## src/rtl/rbq_pkg.sv

```systemverilog
package rbq_pkg;

   // Selects how the low-fill flag compares the occupancy to the threshold.
   typedef enum logic {
      THR_STRICT = 1'b0,   // flag when level <  threshold
      THR_INCL   = 1'b1    // flag when level <= threshold
   } thr_mode_e;

   // Address width needed for a ring of the given depth.
   function automatic int unsigned ring_aw(input int unsigned depth);
      return (depth < 2) ? 1 : $clog2(depth);
   endfunction

endpackage

```

## src/rtl/rbq_ptr.sv

```systemverilog
module rbq_ptr #(
   parameter int unsigned AW = 3
) (
   input  logic        clk,
   input  logic        rst_n,
   input  logic        adv,
   output logic [AW:0] ptr
);

   // The top bit flips each time the address bits roll over the ring end.
   always_ff @(posedge clk) begin
      if (!rst_n)
         ptr <= '0;
      else if (adv)
         ptr <= ptr + 1'b1;
   end

endmodule

```

## src/rtl/rbq_store.sv

```systemverilog
module rbq_store #(
   parameter int unsigned DATA_W = 8,
   parameter int unsigned DEPTH  = 8,
   parameter int unsigned AW     = 3
) (
   input  logic              clk,
   input  logic              rst_n,
   input  logic              we,
   input  logic [AW-1:0]     waddr,
   input  logic [DATA_W-1:0] wdata,
   input  logic              re,
   input  logic [AW-1:0]     raddr,
   output logic [DATA_W-1:0] rdata,
   output logic              rvalid
);

   logic [DATA_W-1:0] rows [DEPTH];

   // One register per ring slot, each loaded only when addressed.
   for (genvar i = 0; i < DEPTH; i++) begin : g_slot
      logic [DATA_W-1:0] slot_q;
      always_ff @(posedge clk) begin
         if (we && (waddr == AW'(i)))
            slot_q <= wdata;
      end
      assign rows[i] = slot_q;
   end

   // Registered read port: output moves only on an accepted read.
   always_ff @(posedge clk) begin
      if (!rst_n) begin
         rdata  <= '0;
         rvalid <= 1'b0;
      end else begin
         rvalid <= re;
         if (re)
            rdata <= rows[raddr];
      end
   end

   // output data may change only in a cycle flagged valid
   AST_RDATA_HOLD: assert property (@(posedge clk) disable iff (!rst_n)
      !re |=> $stable(rdata));

endmodule

```

## src/rtl/rbq_status.sv

```systemverilog
module rbq_status
   import rbq_pkg::*;
#(
   parameter int unsigned DEPTH    = 8,
   parameter int unsigned AW       = 3,
   parameter thr_mode_e   THR_MODE = THR_INCL
) (
   input  logic        clk,
   input  logic        rst_n,
   input  logic [AW:0] wr_ptr,
   input  logic [AW:0] rd_ptr,
   input  logic        wr_req,
   input  logic        rd_req,
   input  logic        err_clear,
   input  logic [AW:0] thresh,
   output logic        full,
   output logic        empty,
   output logic [AW:0] level,
   output logic        low_flag,
   output logic        ovf_err,
   output logic        udf_err
);

   logic same_addr, same_wrap;

   assign same_addr = (wr_ptr[AW-1:0] == rd_ptr[AW-1:0]);
   assign same_wrap = (wr_ptr[AW] == rd_ptr[AW]);
   assign empty     = same_addr &&  same_wrap;
   assign full      = same_addr && !same_wrap;
   assign level     = wr_ptr - rd_ptr;

   if (THR_MODE == THR_INCL) begin : g_thr_incl
      assign low_flag = (level <= thresh);
   end else begin : g_thr_strict
      assign low_flag = (level < thresh);
   end

   // Sticky misuse bits; a new event wins over a clear in the same cycle.
   always_ff @(posedge clk) begin
      if (!rst_n) begin
         ovf_err <= 1'b0;
         udf_err <= 1'b0;
      end else begin
         if (wr_req && full)
            ovf_err <= 1'b1;
         else if (err_clear)
            ovf_err <= 1'b0;
         if (rd_req && empty)
            udf_err <= 1'b1;
         else if (err_clear)
            udf_err <= 1'b0;
      end
   end

   AST_FULL_EMPTY_EXCL: assert property (@(posedge clk) disable iff (!rst_n)
      !(full && empty));
   AST_LEVEL_RANGE: assert property (@(posedge clk) disable iff (!rst_n)
      level <= (AW+1)'(DEPTH));
   AST_OVF_STICKY: assert property (@(posedge clk) disable iff (!rst_n)
      (ovf_err && !err_clear) |=> ovf_err);
   AST_UDF_STICKY: assert property (@(posedge clk) disable iff (!rst_n)
      (udf_err && !err_clear) |=> udf_err);

endmodule

```

## src/rtl/rbq_fifo.sv

```systemverilog
module rbq_fifo
   import rbq_pkg::*;
#(
   parameter int unsigned DATA_W   = 8,
   parameter int unsigned DEPTH    = 8,
   parameter thr_mode_e   THR_MODE = THR_INCL,
   localparam int unsigned AW      = ring_aw(DEPTH),
   localparam int unsigned CNT_W   = AW + 1
) (
   input  logic              clk,
   input  logic              rst_n,
   input  logic              wr_en,
   input  logic [DATA_W-1:0] wr_data,
   output logic              full,
   input  logic              rd_en,
   output logic [DATA_W-1:0] rd_data,
   output logic              rd_valid,
   output logic              empty,
   output logic [CNT_W-1:0]  level,
   input  logic [CNT_W-1:0]  low_thresh,
   output logic              low_flag,
   input  logic              err_clear,
   output logic              overflow_err,
   output logic              underflow_err
);

   if (DEPTH < 2 || (DEPTH & (DEPTH - 1)) != 0) begin : g_bad_depth
      $error("rbq_fifo: DEPTH must be a power of two of at least 2");
   end
   if (DATA_W < 1) begin : g_bad_width
      $error("rbq_fifo: DATA_W must be at least 1");
   end

   logic [AW:0] wr_ptr, rd_ptr;
   logic        push, pop;

   assign push = wr_en && !full;
   assign pop  = rd_en && !empty;

   rbq_ptr #(.AW(AW)) u_wr_ptr (
      .clk(clk), .rst_n(rst_n), .adv(push), .ptr(wr_ptr)
   );

   rbq_ptr #(.AW(AW)) u_rd_ptr (
      .clk(clk), .rst_n(rst_n), .adv(pop), .ptr(rd_ptr)
   );

   rbq_store #(.DATA_W(DATA_W), .DEPTH(DEPTH), .AW(AW)) u_store (
      .clk   (clk),
      .rst_n (rst_n),
      .we    (push),
      .waddr (wr_ptr[AW-1:0]),
      .wdata (wr_data),
      .re    (pop),
      .raddr (rd_ptr[AW-1:0]),
      .rdata (rd_data),
      .rvalid(rd_valid)
   );

   rbq_status #(.DEPTH(DEPTH), .AW(AW), .THR_MODE(THR_MODE)) u_status (
      .clk      (clk),
      .rst_n    (rst_n),
      .wr_ptr   (wr_ptr),
      .rd_ptr   (rd_ptr),
      .wr_req   (wr_en),
      .rd_req   (rd_en),
      .err_clear(err_clear),
      .thresh   (low_thresh),
      .full     (full),
      .empty    (empty),
      .level    (level),
      .low_flag (low_flag),
      .ovf_err  (overflow_err),
      .udf_err  (underflow_err)
   );

   AST_NO_OVERFLOW: assert property (@(posedge clk) disable iff (!rst_n)
      (wr_en && full) |=> overflow_err);
   AST_NO_UNDERFLOW: assert property (@(posedge clk) disable iff (!rst_n)
      (rd_en && empty) |=> underflow_err);
   AST_FULL_HOLD: assert property (@(posedge clk) disable iff (!rst_n)
      (full && !rd_en) |=> (full && level == CNT_W'(DEPTH)));
   AST_EMPTY_HOLD: assert property (@(posedge clk) disable iff (!rst_n)
      (empty && !wr_en) |=> (empty && !rd_valid));
   AST_RD_VALID: assert property (@(posedge clk) disable iff (!rst_n)
      (rd_en && !empty) |=> rd_valid);
   AST_LEVEL_BALANCE: assert property (@(posedge clk) disable iff (!rst_n)
      (wr_en && rd_en && !full && !empty) |=> $stable(level));
   AST_LEVEL_UP: assert property (@(posedge clk) disable iff (!rst_n)
      (wr_en && !full && !rd_en) |=> (level == CNT_W'($past(level) + 1'b1)));

endmodule

```

## config.mk

```make
export PLATFORM = sky130hd
export DESIGN_NAME = rbq_fifo
export DESIGN_NICKNAME = d
export VERILOG_FILES = /design/src/rtl/rbq_pkg.sv /design/src/rtl/rbq_ptr.sv /design/src/rtl/rbq_store.sv /design/src/rtl/rbq_status.sv /design/src/rtl/rbq_fifo.sv
export SDC_FILE = /design/constraint.sdc
export NUM_CORES = 1
export LEC_CHECK = 0
export ABC_AREA = 1
export BUFFER_PORTS_ARGS = -buffer_cell sky130_fd_sc_hd__buf_2
export CORE_ASPECT_RATIO = 1.75
export CORE_MARGIN = 1
export CORE_UTILIZATION = 45
export DETAILED_ROUTE_END_ITERATION = 10
export PLACE_DENSITY = 0.61
export REMOVE_ABC_BUFFERS = 1
export SLEW_MARGIN = 20
export SYNTH_ARGS = -nofsm -noshare
export SYNTH_HDL_FRONTEND = slang
export SYNTH_SLANG_ARGS = --single-unit
```

## constraint.sdc

```tcl
create_clock -name clk -period 4.2 [get_ports clk]
set_clock_uncertainty 0.05 [all_clocks]
set_input_delay 0.42 -clock clk [delete_from_list [all_inputs] [get_ports clk]]
set_output_delay 0.42 -clock clk [all_outputs]
set_load 0.05 [all_outputs]
```

* After elaboration in Yosys (flattened, before gate mapping)
Cells that the tools add are included.
** Operators by class
- Add/sub/neg operators :: 3
- Reduce and logical (&&, ||, !) cells :: 20
- Equality and inequality tests :: 9
- Bitwise gates (word level) :: 1
- $lt $le $gt $ge :: 2
- Muxes and demuxes :: 6
** Operators with widths (number)
- 8-bit binary-select mux with 3-bit select :: 1
- 8-bit 2-to-1 mux :: 2
- 1-bit logical AND :: 14
- 3-bit equality test (second input constant) :: 4
- 4-bit by 1-bit adder with 4-bit output (second input constant) :: 2
- 3-bit by 2-bit equality test with 1-bit output (second input constant) :: 2
- 4-bit >= comparator (second input constant) :: 1
- 4-bit <= comparator :: 1
- 3-bit inverter with 4-bit output :: 1
- 2-bit nonzero test :: 2
- 4-bit subtractor :: 1
- 3-bit by 1-bit equality test with 1-bit output (second input constant) :: 1
- 3-bit equality test :: 1
- 1-bit logical NOT :: 3
- 3-bit logical NOT :: 1
- 1-bit 2-to-1 mux :: 3
- 1-bit equality test :: 1
** Word-level totals
- Bits in registers :: 83
- Output and inout bits :: 18

* Logic depth before layout (Yosys ltp)
- Word-level depth :: 6
- Mapped depth :: 11

* By module
A second synthesis with hierarchy kept.
** Second synthesis, totals
- Cell total of the unflattened synthesis :: 406
- Area total of the unflattened synthesis :: 3831.2 um^2
** Modules (own cells, without submodules)
- rbq_store :: instances 1, cells each 307, area an instance 3140.5 um^2, sequential area each 2102.0 um^2
- rbq_status :: instances 1, cells each 51, area an instance 337.8 um^2, sequential area each 40.0 um^2
- rbq_ptr :: instances 2, cells each 22, area an instance 166.4 um^2, sequential area each 80.1 um^2
- rbq_fifo :: instances 1, cells each 4, area an instance 20.0 um^2, sequential area each 0.0 um^2

* Worst setup path after synthesis
Ideal clock, no wire load.
- Path kind :: register to output
- Start :: reg u_rd_ptr.ptr[1]
- End :: out low_flag
- Path buffers :: 2
- Path slack :: 0.215 ns
- Arrival time :: 3.515 ns
- Cell stages (with the launch flop) :: 11
- Cells stage by stage :: dfxtp_1 buf_2 inv_2 buf_4 ha_1 nand2_1 o21ai_0 xor2_1 ha_1 nand2_1 o21ai_0
** Between the ends
- Word-level cells in the longest chain between the ends :: 2
** Ends and longest elaborated chain
- start, declared :: line rbq_ptr.sv:7 : output logic [AW:0] ptr
- start signal, assigned :: line rbq_ptr.sv:15 : ptr <= ptr + 1'b1;
- 4-bit subtractor :: line rbq_status.sv:30 : assign level = wr_ptr - rd_ptr;
- net level[3] :: line rbq_fifo.sv:19 : output logic [CNT_W-1:0] level,
- 4-bit <= comparator :: line rbq_status.sv:33 : assign low_flag = (level <= thresh);
- end, declared :: line rbq_fifo.sv:21 : output logic low_flag,
The timed path passes the listed nets, and every way through them passes these cells.

* Final worst setup path
- Start :: reg u_rd_ptr.ptr[2]
- End :: out low_flag
** Between the ends
- Word-level cells in the longest chain between the ends :: 2
** Ends and longest elaborated chain (line)
- 4-bit subtractor :: rbq_status.sv:30
- 4-bit <= comparator :: rbq_status.sv:33
Every way passes these cells.

==> flow_summary.rst <==
.. list-table::
   :header-rows: 1

   * - Metric
     - Value
   * - Outcome
     - completed
   * - Worst min path class
     - in2reg
   * - Count of fill cells added during filler insertion
     - 783
   * - Core ar.
     - ~8300 µm²
   * - Row count
     - 44
   * - WHS Path Cells
     - 4
   * - Vias in the first global route
     - between 2000 and 3000
   * - Areal power density over the cells
     - between 400 and 500 nW/µm²
   * - CP Class
     - reg2out
   * - DRT Wirelength
     - 7.85 mm
   * - I/O Pins
     - 35
   * - Highest-count cells in the layout ignoring fill and taps
     - nand2_1, inv_1, edfxtp_1, nand3_1, buf_2
   * - DP HPWL
     - ~5.5 mm
   * - Worst endpoint required time
     - 3.73 ns
   * - Slew at the pin closest to its max-slew limit
     - roughly 0.9 ns
   * - Fraction of the yosys area taken by sequential cells
     - 0.598
   * - Count of buffer and inverter cells on the critical path
     - 3
   * - Seq cells post-synth
     - slightly above 80
   * - Static Leak
     - 0.00191 µW
   * - Grt ovf
     - 0
   * - Via count
     - between 2000 and 3000
   * - Type of origin of the critical path
     - flip-flop
   * - Most common library cell in the layout ignoring fill and taps
     - nand2_1
   * - Setup-failing EPs final
     - 0
   * - Count of yosys warnings during synthesis
     - 0
   * - TritonCTS clock tree
     - done
   * - Final Hold Violating Endpoints
     - 0
   * - Horizontal die dimension
     - between 70 and 80 µm
   * - Cell area after layout
     - between 4000 and 5000 µm²
   * - Number of max-cap violations
     - 0
   * - Maximum root-to-sink buffer count
     - 2
   * - Final Hold Slack
     - ~0.30 ns
   * - Synth Instances
     - slightly below 400
   * - CP Capture Type
     - output port
   * - Largest net degree at the start of global routing
     - 36
   * - Arrival time of data at the critical path endpoint
     - ~3 ns
   * - Placed standard-cell area
     - approximately 4100 µm²
   * - Iteration-0 DRC count of the detailed router
     - 223
   * - H-tree Lvls
     - 3
   * - Die H
     - 124 µm
   * - Port Buffer Count
     - 34
   * - Average wire per standard cell
     - around 14 µm
   * - Share of post-route cells with drive strength above 1
     - 0.169
   * - Gate family responsible for the most delay along the worst path
     - adder cells
   * - Number of buffers created by CTS
     - 9
   * - Global-route wire length before repair
     - between 10 and 15 mm
   * - Antenna violations before repair
     - 0
   * - Minimum period implied by the final worst setup slack
     - approximately 3.5 ns
   * - F_max
     - between 200 and 300 MHz
   * - Total of cells resized after clock tree synthesis
     - 0
   * - Global placement routability congestion
     - between 0.7 and 0.8
   * - Final Power
     - roughly 2100 µW
   * - FF/Latch Area
     - approximately 2300 µm²
   * - CP max stage cell
     - ha_1
   * - Critical Path Stages
     - 11
   * - Portion of the clock cycle consumed by the worst path in the final layout
     - 0.823
   * - Clk sinks
     - a little over 80
   * - RSZ-0062 raised after global routing
     - no
   * - Clock root cell
     - clkbuf_16
   * - Avg Vias per Cell
     - between 4 and 5
   * - Clock Pin Slew Worst Setup and Hold Paths
     - approximately 0.06 ns
   * - Peak supply drop
     - approximately 290 µV
   * - Tightest slew margin relative to the limit
     - 0.398
   * - Number of setup buffers added after CTS
     - 0
   * - 1st-pass router iterations
     - 4
   * - Number of distinct library cells after synthesis
     - 28
   * - Antenna cells
     - 0
   * - Total DRC errors in the routed layout
     - 0
   * - Library cell appearing most often on the critical path
     - o21ai_0
   * - Launching point of the worst reg2reg path
     - u_rd_ptr.ptr[2]
   * - Die footprint
     - around 8900 µm²
   * - Starting density of the core
     - 0.463
   * - Core Util, Final
     - 0.527
   * - Antenna viol nets, final
     - 0
   * - Multi-input gate area
     - about 1200 µm²
   * - All-Layer GR Usage
     - 0.197
   * - Mapped Area
     - ~3900 µm²
   * - Final sum of negative setup slack
     - 0 ns
   * - # nets final
     - approximately 460
   * - Launch point of the worst path
     - u_rd_ptr.ptr[2]
   * - Syn avg cell area
     - ~10 µm²
   * - Critical-path cell list
     - buf_4, clkinv_1, ha_1, nand2_1, o21ai_0, xor2_1, ha_1, a21oi_1, o21ai_0, o21ai_0, buf_2
   * - Cell count of the worst reg-to-reg path
     - 8
   * - Clock insertion delay at the later pin of the skew report
     - roughly 0.33 ns
   * - Synth-to-Final Area Change
     - 13.8%
   * - Maximum cell stage delay along the critical path
     - 0.51 ns
   * - Biggest fanout along the worst timing path
     - 12
   * - Final Max Slew Viols
     - 0
   * - Critical hold path startpoint
     - err_clear
   * - Hold buffer count at CTS
     - 0
cell usage after synthesis:
cell,instances,share of area
nor2_1,7,0.0068
o21ai_1,1,0.0013
nand2_2,2,0.0032
o21ai_4,1,0.0042
a21oi_2,7,0.016
inv_2,2,0.0020
nor2_2,1,0.0016
nand2_1,102,0.099
dfxtp_1,19,0.099
nand3_4,1,0.0045
nand2_4,2,0.0058
o21ai_0,7,0.0091
nand3_1,50,0.065
fa_1,1,0.0052
ha_1,14,0.045
a21oi_1,14,0.018
buf_2,7,0.0091
clkinv_2,1,0.0013
nor3_1,3,0.0039
clkinv_1,1,0.00097
nand2_8,1,0.0052
buf_4,4,0.0078
buf_12,1,0.0052
edfxtp_1,64,0.50
xor2_1,5,0.011
inv_4,2,0.0032
buf_1,1,0.00097
inv_1,67,0.065
routing by layer:
layer | vias to the layer above | wire length [µm] | global-route usage
met3 | 12 | 305 | 0.0518
met5 | - | 0 | 0
met2 | 67 | 3980 | 0.310
met4 | 0 | 278 | 0.113
met1 | 1241 | 3290 | 0.240
li1 | 1323 | - | -
layout make-up:
class / count / share of cell area
clock buffers: 10 / 0.0522
clock inverters: 6 / 0.00742
inverters: 73 / 0.0639
multi-input cells: 219 / 0.269
flip-flops and latches: 83 / 0.525
well taps: 115 / 0.0328
repair buffers: 40 / 0.0491
state kept, by name, summed over array words and instances (netlist names):
| name | cells |
|---|---|
| u_rd_ptr.ptr | 4 |
| u_status.ovf_err | 1 |
| u_status.udf_err | 1 |
| u_store.g_slot.slot_q | 64 |
| u_store.rdata | 8 |
| u_store.rvalid | 1 |
| u_wr_ptr.ptr | 4 |
stage by stage:
stage,setup slack (ns),instances
detailed placement,1.09,530
finish,0.744,546
CTS,0.723,546
floorplan,-0.0550,375
global route,0.527,546
global placement,1.17,530
worst min-delay path, stage by stage:
cell and delay (ns):
buf_2 0.08, inv_1 0.04, nand2_1 0.05, a21oi_1 0.05
logic make-up after synthesis:
kind of cell	synth area share
buffers and inverters	0.0958
xor gates and xnor gates	0.0114
AOI/OAI and AO/OA	0.0487
DFF	0.598
and+or+nand+nor	0.196
adders and majority gates	0.0507
power by group:
part / leakage (µW) / internal (µW) / switching, µW / total, µW
registers: 0.000737 / 923 / 15.7 / 939
clock network: 0.000123 / 394 / 297 / 691
logic: 0.00105 / 132 / 359 / 491
total: 0.00191 / 1450 / 672 / 2120
final timing paths:
kind                                                    end  slack (ns)
worst max-delay path                               low_flag        0.74
worst min register to register             u_status.ovf_err        0.41
worst max register to register  u_store.g_slot[6].slot_q[2]        1.47
worst min-delay path                       u_status.ovf_err        0.30
Power figures use the tool's default switching activity.
